File: config.mk
export PLATFORM = sky130hd
export DESIGN_NAME = quad_dac_regbank
export DESIGN_NICKNAME = d
export VERILOG_FILES = /design/src/rtl/qdac_pkg.sv /design/src/rtl/qdac_sync.sv /design/src/rtl/qdac_decode.sv /design/src/rtl/qdac_bank.sv /design/src/rtl/quad_dac_regbank.sv
export SDC_FILE = /design/constraint.sdc
export NUM_CORES = 1
export LEC_CHECK = 0
export CELL_PAD_IN_SITES_DETAIL_PLACEMENT = 1
export CELL_PAD_IN_SITES_GLOBAL_PLACEMENT = 1
export CORE_MARGIN = 2
export CORE_UTILIZATION = 40
export CTS_CLUSTER_SIZE = 12
export DETAILED_ROUTE_END_ITERATION = 12
export HOLD_SLACK_MARGIN = 0.15
export PLACE_DENSITY_LB_ADDON = 0.25
export SLEW_MARGIN = 0
export SYNTH_ARGS = -nofsm -noshare
export SYNTH_HDL_FRONTEND = slang
export SYNTH_SLANG_ARGS = --single-unit
File: constraint.sdc
create_clock -name clk -period 5.43 [get_ports clk]
set_clock_uncertainty 0.05 [all_clocks]
set_input_delay 1.086 -clock clk [delete_from_list [all_inputs] [get_ports clk]]
set_output_delay 1.086 -clock clk [all_outputs]
set_load 0.1 [all_outputs]
File: src/rtl/qdac_pkg.sv
package qdac_pkg;
  // Reset code of a DW-bit channel: MSB only for midscale, all zero otherwise.
  function automatic logic [31:0] reset_code(input bit mid, input int unsigned dw);
    logic [31:0] c;
    c = '0;
    if (mid) c[dw-1] = 1'b1;
    return c;
  endfunction
endpackage

File: src/rtl/qdac_sync.sv
module qdac_sync #(
  parameter int          W      = 8,
  parameter int          STAGES = 2,
  parameter logic [W-1:0] IDLE  = '0
) (
  input  logic         clk,
  input  logic         rst_n,
  input  logic [W-1:0] d,
  output logic [W-1:0] q
);
  logic [W-1:0] pipe [STAGES];

  for (genvar s = 0; s < STAGES; s++) begin : g_stage
    always_ff @(posedge clk or negedge rst_n) begin
      if (!rst_n)      pipe[s] <= IDLE;
      else if (s == 0) pipe[s] <= d;
      else             pipe[s] <= pipe[(s == 0) ? 0 : s-1];
    end
  end

  assign q = pipe[STAGES-1];
endmodule

File: src/rtl/qdac_decode.sv
module qdac_decode #(
  parameter int NCH = 4,
  localparam int AW = $clog2(NCH)
) (
  input  logic          cs_n,
  input  logic          rw_n,
  input  logic          ld_n,
  input  logic [AW-1:0] addr,
  output logic [NCH-1:0] wr_sel,
  output logic          wr_thru,
  output logic          load_all,
  output logic          rd_en
);
  logic sel, wr;

  assign sel      = !cs_n;
  assign wr       = sel && !rw_n;
  assign wr_thru  = wr && !ld_n;
  assign load_all = !ld_n && !wr;
  assign rd_en    = sel && rw_n && ld_n;

  for (genvar i = 0; i < NCH; i++) begin : g_sel
    assign wr_sel[i] = wr && (addr == AW'(i));
  end
endmodule

File: src/rtl/qdac_bank.sv
module qdac_bank #(
  parameter int          NCH      = 4,
  parameter int          DW       = 12,
  parameter logic [DW-1:0] RST_CODE = '0,
  localparam int         AW       = $clog2(NCH)
) (
  input  logic              clk,
  input  logic              rst_n,
  input  logic [NCH-1:0]    wr_sel,
  input  logic              wr_thru,
  input  logic              load_all,
  input  logic [DW-1:0]     wdata,
  input  logic [AW-1:0]     rd_idx,
  output logic [DW-1:0]     rd_data,
  output logic [NCH*DW-1:0] hold_flat
);
  logic [DW-1:0] stage_q [NCH];
  logic [DW-1:0] hold_q  [NCH];

  for (genvar i = 0; i < NCH; i++) begin : g_ch
    always_ff @(posedge clk or negedge rst_n) begin
      if (!rst_n)         stage_q[i] <= RST_CODE;
      else if (wr_sel[i]) stage_q[i] <= wdata;
    end

    always_ff @(posedge clk or negedge rst_n) begin
      if (!rst_n)                     hold_q[i] <= RST_CODE;
      else if (wr_sel[i] && wr_thru)  hold_q[i] <= wdata;
      else if (load_all)              hold_q[i] <= stage_q[i];
    end

    assign hold_flat[i*DW +: DW] = hold_q[i];

    p_write_r2: assert property (@(posedge clk) disable iff (!rst_n)
      wr_sel[i] |=> stage_q[i] == $past(wdata));
    p_thru_r3: assert property (@(posedge clk) disable iff (!rst_n)
      (wr_sel[i] && wr_thru) |=> hold_q[i] == $past(wdata));
    p_gload_r5: assert property (@(posedge clk) disable iff (!rst_n)
      load_all |=> hold_q[i] == $past(stage_q[i]));
    p_hold_r6: assert property (@(posedge clk) disable iff (!rst_n)
      (!load_all && !(wr_sel[i] && wr_thru)) |=> $stable(hold_q[i]));
  end

  assign rd_data = stage_q[rd_idx];
endmodule

File: src/rtl/quad_dac_regbank.sv
module quad_dac_regbank #(
  parameter int NCH         = 4,
  parameter int DW          = 12,
  parameter bit MIDSCALE    = 1'b1,
  parameter int SYNC_STAGES = 2
) (
  input  logic                      clk,
  input  logic                      rst_n,
  input  logic                      cs_n,
  input  logic                      rw_n,
  input  logic                      ld_n,
  input  logic [$clog2(NCH)-1:0]    addr,
  input  logic [DW-1:0]             data_in,
  output logic [DW-1:0]             data_out,
  output logic                      data_oe,
  output logic [NCH*DW-1:0]         dac_code
);
  localparam int AW = $clog2(NCH);
  localparam int CW = 3 + AW + DW;
  localparam logic [DW-1:0] RST_CODE = DW'(qdac_pkg::reset_code(MIDSCALE, DW));
  localparam logic [CW-1:0] IDLE_PINS = {3'b111, {AW{1'b0}}, {DW{1'b0}}};

  logic [CW-1:0]  pins_s;
  logic           cs_n_s, rw_n_s, ld_n_s;
  logic [AW-1:0]  addr_s;
  logic [DW-1:0]  data_s;
  logic [NCH-1:0] wr_sel;
  logic           wr_thru, load_all, rd_en;
  logic [DW-1:0]  rd_data;

  qdac_sync #(.W(CW), .STAGES(SYNC_STAGES), .IDLE(IDLE_PINS)) u_sync (
    .clk(clk), .rst_n(rst_n),
    .d({cs_n, rw_n, ld_n, addr, data_in}),
    .q(pins_s)
  );

  assign {cs_n_s, rw_n_s, ld_n_s, addr_s, data_s} = pins_s;

  qdac_decode #(.NCH(NCH)) u_dec (
    .cs_n(cs_n_s), .rw_n(rw_n_s), .ld_n(ld_n_s), .addr(addr_s),
    .wr_sel(wr_sel), .wr_thru(wr_thru), .load_all(load_all), .rd_en(rd_en)
  );

  qdac_bank #(.NCH(NCH), .DW(DW), .RST_CODE(RST_CODE)) u_bank (
    .clk(clk), .rst_n(rst_n),
    .wr_sel(wr_sel), .wr_thru(wr_thru), .load_all(load_all),
    .wdata(data_s), .rd_idx(addr_s), .rd_data(rd_data),
    .hold_flat(dac_code)
  );

  assign data_oe  = rd_en;
  assign data_out = rd_en ? rd_data : '0;

  p_quiet_r7: assert property (@(posedge clk) disable iff (!rst_n)
    (cs_n_s || !rw_n_s) |-> (!data_oe && data_out == '0));
  p_unsel_r1: assert property (@(posedge clk) disable iff (!rst_n)
    cs_n_s |-> wr_sel == '0);
  p_rdload_r9: assert property (@(posedge clk) disable iff (!rst_n)
    (!cs_n_s && rw_n_s && !ld_n_s) |-> (load_all && !data_oe));
endmodule

==> flow_metrics.env <==
export IMPL_status="finished clean"
export IMPL_num_nets_final=450
export IMPL_cp_startpoint="u_sync.q[15]"
export IMPL_crit_path_start_kind="flop"
export IMPL_synth_nets=370
export IMPL_cts_tree="built"
export IMPL_final_setup_viol_count=0
export IMPL_setup_worst_path_end_class="output port"
export IMPL_grt_pass1_wl_mm=22.4
export IMPL_cap_violations=0
export IMPL_wl_per_cell_um=23.1
export IMPL_drt_iter0_drc=185
export IMPL_finalHoldViolCount=0
export IMPL_rows=42
export IMPL_htreeDepth=4
export IMPL_crit_type="flop to output port"
export IMPL_hold_class="flop to flop"
export IMPL_antenna_found_initial=0
export IMPL_first_pass_iters=4
export IMPL_wirelength_mm=14.3
export IMPL_grt_overflow=0
export IMPL_cts_root_buf="clkbuf_16"
export IMPL_synth_seq_cells=130
export IMPL_fin_crit_ns=4.53
export IMPL_synth_common_cells="116 x dfrtp_1, 48 x mux2_2, 45 x a221o_1"
export IMPL_cts_buffers=17
export IMPL_clock_latency_ns=0.42
export IMPL_area_growth_pct=27.3
export IMPL_synth_ff_type="dfrtp_1"
export IMPL_synth_enable_flop_cells=0
export IMPL_io_buffers=79
export IMPL_clk_path_buf_depth=2
export IMPL_ir_drop_uv=267
export IMPL_yosys_cell_count_top_type="dfrtp_1"
export IMPL_synthesis_area_sq_um=5380
export IMPL_busiest_layer="met2"
export IMPL_io_pins=80
export IMPL_fin_crit_sh_pct=83.3
export IMPL_via_per_inst=5.46
export IMPL_synth_top_area_share_pct=54.0
export IMPL_max_freq_mhz=221
export IMPL_synth_area_top_cells="dfrtp_1 54%, mux2_2 10%, a221o_1 8.4%"
export IMPL_critPathRequiredTime_ns=4.29
export IMPL_endpoint="data_out[1]"
export IMPL_instances_no_fill=620
export IMPL_avgSynthCellArea_sq_um=15.3
export IMPL_rsz0062_at_grt="false"
export IMPL_dp_hpwl_mm=8.62
export IMPL_cp_max_fo=13
export IMPL_grt_usage_pct=21.4
export IMPL_leakage_nw=2.88
export IMPL_antenna_left=0
export IMPL_reg2reg_slack_ns=2.80
export IMPL_crit_arrival_ns=3.39
export IMPL_die_area_sq_um=14400
export IMPL_design_core_area_sq_um=13200
export IMPL_r2r_end="u_bank.stage_q[8]"
export IMPL_drc=0
export IMPL_relSlewSlack_pct=22.3
export IMPL_ys_seq_area_share_pct=60.8
export IMPL_holdBufCountCts=0
export IMPL_r2r_cells=3
export IMPL_cts_num_sinks=130
export IMPL_dieWidth_um=120
export IMPL_synth_top_area_cell="dfrtp_1"
export IMPL_powerDensity_nw_per_um2=510
export IMPL_synth_cell_type_count=31
export IMPL_grt_max_degree=52
export IMPL_gp_congestion=0.740
export IMPL_slew_viol_final=0
export IMPL_drive_above_1_share_pct=28.6
export IMPL_worst_pin_slew_ns=1.16
export IMPL_tns_ns=0
export IMPL_cts_reportedPaths_clkPinSlew_ns=0.06
export IMPL_yosys_warnings=0
export IMPL_grt_pass1_vias=3723
export IMPL_reg2reg_from="u_sync.q[13]"
export IMPL_met1_usage_pct=29.7
export IMPL_vias=3388
export IMPL_placedCellCount=588
export IMPL_use_met3_pct=4.85
export IMPL_die_y_um=120
export IMPL_async_flop_share_pct=100
export IMPL_synthCells=351
export IMPL_start_util_pct=40.8
export IMPL_post_cts_resized=0
export IMPL_met2_usage_pct=33.2
export IMPL_antenna_cells=0
export IMPL_postCtsSetupRepairBufs=0
metrics by stage:
step	area, sq um	util (%)	hold slack [ns]	total power, mW	setup WS, ns
6_report	6850	51.9	0.296	3.49	0.904
5_1_grt	6850	51.9	0.304	3.61	0.729
2_1_floorplan	5380	-	0.281	2.10	1.90
4_1_cts	6850	51.9	0.298	3.52	0.826
3_5_place_dp	6260	47.5	0.286	2.39	1.33
3_3_place_gp	6260	47.5	0.283	2.38	1.34
critical path, stage by stage, from the launching register on:
cell             delay [ns]
dfstp_2                0.74
nand3b_1               0.69
nor2b_1                0.36
clkdlybuf4s50_1        1.17
routing by layer:
layer | part of all wire [%] | routed length [um] | up-vias
met5 | 0 | 0 | -
met4 | 1.8 | 252 | 0
met3 | 3.9 | 560 | 18
met2 | 49 | 7030 | 74
met1 | 45 | 6470 | 1820
li1 | - | - | 1476
logic make-up (layout without fill, tap and decap cells):
group,Yosys count,count (layout),synth area share [%]
buf+inv,28,121,3.65
simple gates,76,76,10.5
flops,130,130,60.8
mux,60,60,15.1
compound gates,57,57,9.98
power breakdown:
| part | internal, mW | switching [mW] | total [mW] |
|---|---|---|---|
| combinational | 0.325 | 0.764 | 1.09 |
| sequential | 1.15 | 0.141 | 1.29 |
| clock | 0.697 | 0.414 | 1.11 |
| total | 2.17 | 1.32 | 3.49 |
sequential cells by signal, summed over array words and instances (netlist names):
| name | cells |
|---|---|
| u_bank.hold_flat | 48 |
| u_bank.stage_q | 48 |
| u_sync.q | 17 |
| u_sync.pipe | 17 |
cells in the final DEF (no fill, tap or decap), types with 2 or more instances in the layout:
cell type        instances
dfrtp_1                116
clkdlybuf4s50_1         78
mux2_2                  48
a221o_1                 45
and2_1                  25
clkbuf_16               17
dfstp_2                 14
nor2b_1                 13
mux4_2                  12
and3_1                  12
buf_4                    9
and2_0                   8
clkbuf_8                 6
clkinv_2                 5
nand2_1                  4
nor2_4                   3
a21o_1                   3
o21ai_0                  3
clkinvlp_4               3
inv_1                    2
nor2_1                   2
nand2b_4                 2
nor4b_4                  2
a22oi_1                  2
worst min-delay path by stage:
| stage | startpoint | to | slack, ns | cells past startpoint |
|---|---|---|---|---|
| after floorplan | u_sync.pipe[17] | u_sync.q[0] | 0.28 | 0 |
| after global placement | u_sync.pipe[19] | u_sync.q[2] | 0.28 | 0 |
| after detailed placement | u_sync.pipe[18] | u_sync.q[1] | 0.29 | 0 |
| after CTS | u_sync.pipe[18] | u_sync.q[1] | 0.30 | 0 |
| after global routing | u_sync.pipe[17] | u_sync.q[0] | 0.30 | 0 |
| final | u_sync.pipe[18] | u_sync.q[1] | 0.30 | 0 |
layout make-up:
| type | count | area [sq um] |
|---|---|---|
| Clock buffer | 23 | 508 |
| Clock inverter | 9 | 77.6 |
| Fill cell | 1276 | 6340 |
| Inverter | 2 | 7.51 |
| Multi-Input combinational cell | 193 | 1920 |
| Sequential cell | 130 | 3270 |
| Tap cell | 176 | 220 |
| Timing Repair Buffer | 87 | 848 |
No activity file was read; power rests on OpenSTA's default activity.
